===== src/rtl/mo_xfer_pkg.sv =====
package mo_xfer_pkg;

  localparam int ARB_W  = 32;
  localparam int CTL_W  = 16;
  localparam int DATA_W = 64;

  localparam int ARB_VALID_BIT  = 31;
  localparam int CTL_NEWDAT_BIT = 15;
  localparam int CTL_PEND_BIT   = 14;

  typedef enum logic [2:0] {
    A_REQ  = 3'd0,
    A_MASK = 3'd1,
    A_ARB  = 3'd2,
    A_CTL  = 3'd3,
    A_DLO  = 3'd4,
    A_DHI  = 3'd5,
    A_STAT = 3'd6
  } reg_addr_e;

  typedef struct packed {
    logic clr_pend;
    logic newdat;
    logic sel_data;
    logic sel_ctl;
    logic sel_arb;
    logic wr_dir;
  } cmd_mask_t;

  function automatic logic num_in_range(logic [7:0] num, int unsigned n_obj);
    return (num != 8'd0) && (32'(num) <= n_obj);
  endfunction

  function automatic logic [CTL_W-1:0] clear_flags(logic [CTL_W-1:0] ctl,
                                                   logic drop_newdat,
                                                   logic drop_pend);
    logic [CTL_W-1:0] r;
    r = ctl;
    if (drop_newdat) r[CTL_NEWDAT_BIT] = 1'b0;
    if (drop_pend)   r[CTL_PEND_BIT]   = 1'b0;
    return r;
  endfunction

endpackage


===== src/rtl/mo_xfer_ctrl.sv =====
module mo_xfer_ctrl
  import mo_xfer_pkg::*;
#(
  parameter int NUM_OBJ     = 32,
  parameter int XFER_CYCLES = 3,
  localparam int IDX_W = $clog2(NUM_OBJ),
  localparam int CNT_W = $clog2(XFER_CYCLES + 1)
) (
  input  logic             clk,
  input  logic             rst_n,
  input  logic             req_wr,
  input  logic [7:0]       req_num,
  input  cmd_mask_t        mask_in,
  output logic             busy,
  output logic             fire,
  output logic [IDX_W-1:0] obj_idx,
  output logic [7:0]       last_num,
  output cmd_mask_t        mask_q
);

  logic [CNT_W-1:0] cnt;
  logic             accept;

  assign accept = req_wr && !busy && num_in_range(req_num, NUM_OBJ);
  assign fire   = busy && (cnt == '0);

  always_ff @(posedge clk) begin
    if (!rst_n) begin
      busy     <= 1'b0;
      cnt      <= '0;
      obj_idx  <= '0;
      last_num <= '0;
      mask_q   <= '0;
    end else if (accept) begin
      busy     <= 1'b1;
      cnt      <= CNT_W'(XFER_CYCLES - 1);
      obj_idx  <= IDX_W'(req_num - 8'd1);
      last_num <= req_num;
      mask_q   <= mask_in;
    end else if (busy) begin
      if (cnt == '0) busy <= 1'b0;
      else           cnt  <= cnt - 1'b1;
    end
  end

  assert_busy_start_R2: assert property (@(posedge clk) disable iff (!rst_n)
    $rose(busy) |-> $past(req_wr));
  assert_busy_end_R2: assert property (@(posedge clk) disable iff (!rst_n)
    fire |=> !busy);
  assert_bad_num_R3: assert property (@(posedge clk) disable iff (!rst_n)
    (req_wr && !busy && !num_in_range(req_num, NUM_OBJ)) |=> !busy);
  assert_hold_obj_R4: assert property (@(posedge clk) disable iff (!rst_n)
    (busy && !fire) |=> (busy && $stable(obj_idx) && $stable(last_num)));

endmodule


===== src/rtl/mo_obj_ram.sv =====
module mo_obj_ram
  import mo_xfer_pkg::*;
#(
  parameter int NUM_OBJ = 32,
  localparam int IDX_W = $clog2(NUM_OBJ)
) (
  input  logic              clk,
  input  logic              rst_n,
  input  logic              fire,
  input  logic [IDX_W-1:0]  idx,
  input  cmd_mask_t         mask,
  input  logic [ARB_W-1:0]  stg_arb,
  input  logic [CTL_W-1:0]  stg_ctl,
  input  logic [DATA_W-1:0] stg_data,
  output logic [ARB_W-1:0]  rd_arb,
  output logic [CTL_W-1:0]  rd_ctl,
  output logic [DATA_W-1:0] rd_data,
  output logic [NUM_OBJ-1:0] valid_vec,
  output logic [NUM_OBJ-1:0] newdat_vec,
  output logic [NUM_OBJ-1:0] pend_vec
);

  logic [ARB_W-1:0]  arb_mem  [NUM_OBJ];
  logic [CTL_W-1:0]  ctl_mem  [NUM_OBJ];
  logic [DATA_W-1:0] data_mem [NUM_OBJ];

  always_ff @(posedge clk) begin
    if (fire) begin
      if (mask.wr_dir) begin
        if (mask.sel_arb)  arb_mem[idx]  <= stg_arb;
        if (mask.sel_ctl)  ctl_mem[idx]  <= stg_ctl;
        if (mask.sel_data) data_mem[idx] <= stg_data;
      end else begin
        ctl_mem[idx] <= clear_flags(ctl_mem[idx], mask.newdat, mask.clr_pend);
      end
    end
  end

  assign rd_arb  = arb_mem[idx];
  assign rd_ctl  = ctl_mem[idx];
  assign rd_data = data_mem[idx];

  for (genvar g = 0; g < NUM_OBJ; g++) begin : g_flags
    assign valid_vec[g]  = arb_mem[g][ARB_VALID_BIT];
    assign newdat_vec[g] = ctl_mem[g][CTL_NEWDAT_BIT];
    assign pend_vec[g]   = ctl_mem[g][CTL_PEND_BIT];
  end

  assert_zero_arb_R6: assert property (@(posedge clk) disable iff (!rst_n)
    (fire && mask.wr_dir && mask.sel_arb && stg_arb == '0) |=> !valid_vec[$past(idx)]);
  assert_newdat_clr_R8: assert property (@(posedge clk) disable iff (!rst_n)
    (fire && !mask.wr_dir && mask.newdat) |=> !newdat_vec[$past(idx)]);
  assert_pend_clr_R9: assert property (@(posedge clk) disable iff (!rst_n)
    (fire && !mask.wr_dir && mask.clr_pend) |=> !pend_vec[$past(idx)]);
  assert_wr_flags_R10: assert property (@(posedge clk) disable iff (!rst_n)
    (fire && mask.wr_dir && !mask.sel_ctl) |=> ($stable(newdat_vec) && $stable(pend_vec)));

endmodule


===== src/rtl/mo_host_regs.sv =====
module mo_host_regs
  import mo_xfer_pkg::*;
(
  input  logic              clk,
  input  logic              rst_n,
  input  logic              host_wr,
  input  logic              host_rd,
  input  logic [2:0]        host_addr,
  input  logic [31:0]       host_wdata,
  input  logic              status_evt,
  input  logic              busy,
  input  logic [7:0]        last_num,
  input  logic              fire,
  input  cmd_mask_t         mask_q,
  input  logic [ARB_W-1:0]  rd_arb,
  input  logic [CTL_W-1:0]  rd_ctl,
  input  logic [DATA_W-1:0] rd_data,
  output cmd_mask_t         mask_reg,
  output logic [ARB_W-1:0]  stg_arb,
  output logic [CTL_W-1:0]  stg_ctl,
  output logic [DATA_W-1:0] stg_data,
  output logic [31:0]       host_rdata,
  output logic              status_irq
);

  logic load_back;
  logic stat_ack;

  assign load_back = fire && !mask_q.wr_dir;
  assign stat_ack  = host_rd && (host_addr == 3'(A_STAT));

  always_ff @(posedge clk) begin
    if (!rst_n) begin
      mask_reg   <= '0;
      stg_arb    <= '0;
      stg_ctl    <= '0;
      stg_data   <= '0;
      status_irq <= 1'b0;
    end else begin
      if (host_wr) begin
        case (host_addr)
          3'(A_MASK): mask_reg       <= cmd_mask_t'(host_wdata[5:0]);
          3'(A_ARB):  stg_arb        <= host_wdata;
          3'(A_CTL):  stg_ctl        <= host_wdata[CTL_W-1:0];
          3'(A_DLO):  stg_data[31:0]  <= host_wdata;
          3'(A_DHI):  stg_data[63:32] <= host_wdata;
          default: ;
        endcase
      end
      if (load_back) begin
        if (mask_q.sel_arb)  stg_arb  <= rd_arb;
        if (mask_q.sel_ctl)  stg_ctl  <= rd_ctl;
        if (mask_q.sel_data) stg_data <= rd_data;
      end
      if (status_evt)    status_irq <= 1'b1;
      else if (stat_ack) status_irq <= 1'b0;
    end
  end

  always_comb begin
    case (host_addr)
      3'(A_REQ):  host_rdata = {16'h0, busy, 7'h0, last_num};
      3'(A_MASK): host_rdata = {26'h0, mask_reg};
      3'(A_ARB):  host_rdata = stg_arb;
      3'(A_CTL):  host_rdata = {16'h0, stg_ctl};
      3'(A_DLO):  host_rdata = stg_data[31:0];
      3'(A_DHI):  host_rdata = stg_data[63:32];
      3'(A_STAT): host_rdata = {31'h0, status_irq};
      default:    host_rdata = '0;
    endcase
  end

  assert_read_load_R7: assert property (@(posedge clk) disable iff (!rst_n)
    (load_back && mask_q.sel_arb) |=> (stg_arb == $past(rd_arb)));
  assert_stat_set_R11: assert property (@(posedge clk) disable iff (!rst_n)
    status_evt |=> status_irq);
  assert_stat_ack_R11: assert property (@(posedge clk) disable iff (!rst_n)
    (stat_ack && !status_evt) |=> !status_irq);

endmodule


===== src/rtl/mo_xfer_engine.sv =====
module mo_xfer_engine
  import mo_xfer_pkg::*;
#(
  parameter int NUM_OBJ     = 32,
  parameter int XFER_CYCLES = 3
) (
  input  logic               clk,
  input  logic               rst_n,
  input  logic               host_wr,
  input  logic               host_rd,
  input  logic [2:0]         host_addr,
  input  logic [31:0]        host_wdata,
  output logic [31:0]        host_rdata,
  input  logic               status_evt,
  output logic               status_irq,
  output logic               xfer_busy,
  output logic [NUM_OBJ-1:0] obj_valid,
  output logic [NUM_OBJ-1:0] obj_newdat,
  output logic [NUM_OBJ-1:0] obj_pend
);

  localparam int IDX_W = $clog2(NUM_OBJ);

  logic              req_wr;
  logic              fire;
  logic [IDX_W-1:0]  obj_idx;
  logic [7:0]        last_num;
  cmd_mask_t         mask_reg;
  cmd_mask_t         mask_q;
  logic [ARB_W-1:0]  stg_arb, rd_arb;
  logic [CTL_W-1:0]  stg_ctl, rd_ctl;
  logic [DATA_W-1:0] stg_data, rd_data;

  assign req_wr = host_wr && (host_addr == 3'(A_REQ));

  mo_xfer_ctrl #(.NUM_OBJ(NUM_OBJ), .XFER_CYCLES(XFER_CYCLES)) u_ctrl (
    .clk      (clk),
    .rst_n    (rst_n),
    .req_wr   (req_wr),
    .req_num  (host_wdata[7:0]),
    .mask_in  (mask_reg),
    .busy     (xfer_busy),
    .fire     (fire),
    .obj_idx  (obj_idx),
    .last_num (last_num),
    .mask_q   (mask_q)
  );

  mo_obj_ram #(.NUM_OBJ(NUM_OBJ)) u_ram (
    .clk        (clk),
    .rst_n      (rst_n),
    .fire       (fire),
    .idx        (obj_idx),
    .mask       (mask_q),
    .stg_arb    (stg_arb),
    .stg_ctl    (stg_ctl),
    .stg_data   (stg_data),
    .rd_arb     (rd_arb),
    .rd_ctl     (rd_ctl),
    .rd_data    (rd_data),
    .valid_vec  (obj_valid),
    .newdat_vec (obj_newdat),
    .pend_vec   (obj_pend)
  );

  mo_host_regs u_regs (
    .clk        (clk),
    .rst_n      (rst_n),
    .host_wr    (host_wr),
    .host_rd    (host_rd),
    .host_addr  (host_addr),
    .host_wdata (host_wdata),
    .status_evt (status_evt),
    .busy       (xfer_busy),
    .last_num   (last_num),
    .fire       (fire),
    .mask_q     (mask_q),
    .rd_arb     (rd_arb),
    .rd_ctl     (rd_ctl),
    .rd_data    (rd_data),
    .mask_reg   (mask_reg),
    .stg_arb    (stg_arb),
    .stg_ctl    (stg_ctl),
    .stg_data   (stg_data),
    .host_rdata (host_rdata),
    .status_irq (status_irq)
  );

endmodule


===== config.mk =====
export PLATFORM = sky130hd
export DESIGN_NAME = mo_xfer_engine
export DESIGN_NICKNAME = d
export VERILOG_FILES = /design/src/rtl/mo_xfer_pkg.sv /design/src/rtl/mo_xfer_ctrl.sv /design/src/rtl/mo_obj_ram.sv /design/src/rtl/mo_host_regs.sv /design/src/rtl/mo_xfer_engine.sv
export SDC_FILE = /design/constraint.sdc
export NUM_CORES = 2
export LEC_CHECK = 0
export BUFFER_PORTS_ARGS = -buffer_cell sky130_fd_sc_hd__buf_2
export CAP_MARGIN = 20
export CELL_PAD_IN_SITES_DETAIL_PLACEMENT = 0
export CELL_PAD_IN_SITES_GLOBAL_PLACEMENT = 1
export CORE_ASPECT_RATIO = 1.5
export CORE_MARGIN = 2
export CORE_UTILIZATION = 23
export DETAILED_ROUTE_END_ITERATION = 7
export PLACE_DENSITY_LB_ADDON = 0.1
export SLEW_MARGIN = 15
export SYNTH_ARGS = -nofsm -noshare
export SYNTH_HDL_FRONTEND = slang
export SYNTH_SLANG_ARGS = --single-unit

===== constraint.sdc =====
create_clock -name clk -period 8.06 [get_ports clk]
set_clock_uncertainty 0.1 [all_clocks]
set_input_delay 1.612 -clock clk [delete_from_list [all_inputs] [get_ports clk]]
set_output_delay 1.612 -clock clk [all_outputs]
set_load 0.1 [all_outputs]

==> impl_metrics.json <==
{
  "drt-pass1-iter-count": 6,
  "synth-seq-cells": 3730,
  "maxSlewViolCount": 0,
  "htreeDepth": 5,
  "hold_violations": 0,
  "cts_setup_buffers": 0,
  "post-route-util": 0.271,
  "grt.overflow.total": 0,
  "fill_cells": 62308,
  "slew_headroom": 0.207,
  "synthTopCellsByArea": "edfxtp_1 74%, mux4_2 14%, mux2i_1 2.3%",
  "min_path_type": "reg -> reg",
  "grt_max_degree": 95,
  "grt_setup_unrepaired": "false",
  "root_buffer": "clkbuf_16",
  "route.detailed.drc": 0,
  "p_comb_frac": 0.013,
  "critical_path.max_fanout": 25,
  "setup_tns_ps": 0,
  "leakage_uw": 0.0484,
  "final_layout_size_suffix_gt1_frac": 0.291,
  "antenna_found_initial": 78,
  "final_cell_mix": "3584 x edfxtp_1, 905 x mux4_2, 398 x clkbuf_16, 392 x nand2_1, 330 x mux2i_1",
  "path_class": "in -> out",
  "cts_max_path_buffers": 4,
  "clkSinkCount": 3730,
  "cts_resized": 0,
  "initial_core_util": 0.231,
  "vdd_ir_drop_max_uv": 200,
  "fin_cells": 15700,
  "fp.dieH_um": 975,
  "grt.total_usage": 0.171,
  "cp-end-kind": "output port",
  "crit_required_ps": 6350,
  "p_seq_frac": 0.524,
  "clkLatencyLatePin_ps": 1010,
  "ios": 170,
  "p_sw_frac": 0.212,
  "syn_to_final_growth_pct": 17.4,
  "synthDistinctLibCells": 61,
  "placed_area_mm2": 0.157,
  "p_sw_uw": 8550,
  "syn_nets": 6793,
  "routedWlPerCell_um": 35.4,
  "worst_slew_pin_slew_ps": 1190,
  "p_int_uw": 31800,
  "final_cell_area_mm2": 0.170,
  "dp_cells": 14946,
  "startpoint_type": "input pin",
  "gp_congestion": 0.725,
  "synth_top_area_share": 0.745,
  "drtAntennaViolNets": 0,
  "maxCapViolCount": 0,
  "rows": 356,
  "routed_wl_um": 557000,
  "max_flop_register": "u_ram.data_mem",
  "ys.flop_type": "edfxtp_1",
  "hold_buffers": 0,
  "cts_inserted_buffers": 391,
  "max_freq_mhz": 162,
  "setup_slack_ps": 1890,
  "cts_tree": "built",
  "syn_area_per_cell_um2": 21.4,
  "synth-edff-count": 3584,
  "yosys_warnings": 0,
  "final_common_cell": "edfxtp_1",
  "numPortBuffers": 169,
  "die_w_um": 651,
  "ys_seq_area_frac": 0.765,
  "final.period_utilization": 0.765,
  "largest_reg_flops": 2048,
  "dp_slack_ps": 1980,
  "finalNetCount": 7149,
  "setup_viol": 0,
  "cp.arrival_ps": 4450,
  "fin_crit_ps": 6170,
  "yosysTopAreaCell": "edfxtp_1",
  "p_per_area_mw_per_mm2": 238,
  "syn_area_mm2": 0.144,
  "core_mm2": 0.626,
  "outcome": "complete, no violations",
  "die_area_mm2": 0.635,
  "syn_inst": 6751,
  "synthArstFlopShare": 0,
  "largestRegisters": "u_ram.data_mem: 2048 flops, u_ram.arb_mem: 1024 flops, u_ram.ctl_mem: 512 flops",
  "dp_hpwl_um": 298000,
  "via_per_inst": 4.62,
  "grt_pass1_vias": 76503,
  "drtIter0Drc": 7212,
  "p_clk_frac": 0.463,
  "vias": 72610,
  "grt_pass1_wl_um": 733000,
  "clk_pin_slew_ps": 60
}
==> synthesized netlist by cell type (38+ instances only) <==
| cell | number |
|---|---|
| a21oi_1 | 101 |
| a221oi_1 | 84 |
| a22oi_1 | 55 |
| a31oi_1 | 48 |
| a32oi_1 | 73 |
| buf_1 | 39 |
| buf_2 | 60 |
| buf_4 | 150 |
| buf_6 | 38 |
| clkbuf_1 | 203 |
| dfxtp_1 | 146 |
| edfxtp_1 | 3584 |
| mux2_2 | 57 |
| mux2i_1 | 330 |
| mux4_2 | 905 |
| nand2_1 | 393 |
| nand3_1 | 58 |
| nor2_1 | 157 |
| o21ai_0 | 84 |
==> per-layer routing <==
metal / global-route usage / up-vias / wire length [um]
li1: - / 28938 / -
met1: 0.224 / 41111 / 236000
met2: 0.302 / 2021 / 282000
met3: 0.0227 / 536 / 25800
met4: 0.0373 / 4 / 12200
met5: 0 / - / 22
==> stage by stage <==
step | total power, uW | hold slack, ps
after floorplan | 21700 | 352
after global placement | 22100 | 365
after detailed placement | 22100 | 372
after CTS | 40900 | 379
after global routing | 41500 | 406
final | 40300 | 381
==> final cells by class <==
type,count,area (um2),share of cell area
clock buffer,488,10400,0.0615
antenna,24,60.1,0.000354
inverter,12,65.1,0.000384
clock inverter,240,2570,0.0151
sequential,3730,111000,0.652
tap,8234,10300,0.0607
multi-input combinational,2514,31900,0.188
timing repair buffer,458,3690,0.0217
==> cells by family after synthesis <==
| group | count (synthesis) | share of synthesized area |
|---|---|---|
| multiplexers | 1292 | 0.168 |
| XOR/XNOR | 4 | 0.000243 |
| AO/OA/AOI/OAI | 557 | 0.0275 |
| adder cells (fa/ha/maj) | 2 | 0.000173 |
| AND/OR/NAND/NOR | 659 | 0.0187 |
| buffers and inverters | 507 | 0.0198 |
| flip-flops | 3730 | 0.765 |
==> power groups by stage <==
stage	Combinational (uW)	Sequential [uW]	Clock, uW
2_1_floorplan	214	21500	0
3_3_place_gp	532	21500	0
3_5_place_dp	541	21500	0
4_1_cts	542	21100	19300
5_1_grt	560	21100	19900
6_report	529	21100	18700
==> critical path, cell delays in order <==
cell and delay, ps:
buf_2 550, nor2b_2 600, buf_4 340, a221oi_1 130
nor2_1 610, buf_2 560
==> worst paths after layout <==
check	slack [ps]	cells after the start	endpoint	from
worst max-delay path	1890	6	host_rdata[14]	host_addr[1]
worst min-delay path	380	2	u_regs.stg_data[26]	u_regs.stg_data[26]
worst max register to register	3300	5	u_ram.arb_mem[13][7]	u_ctrl.busy
worst min register to register	380	2	u_regs.stg_data[26]	u_regs.stg_data[26]
Power figures use the tool's default switching activity.
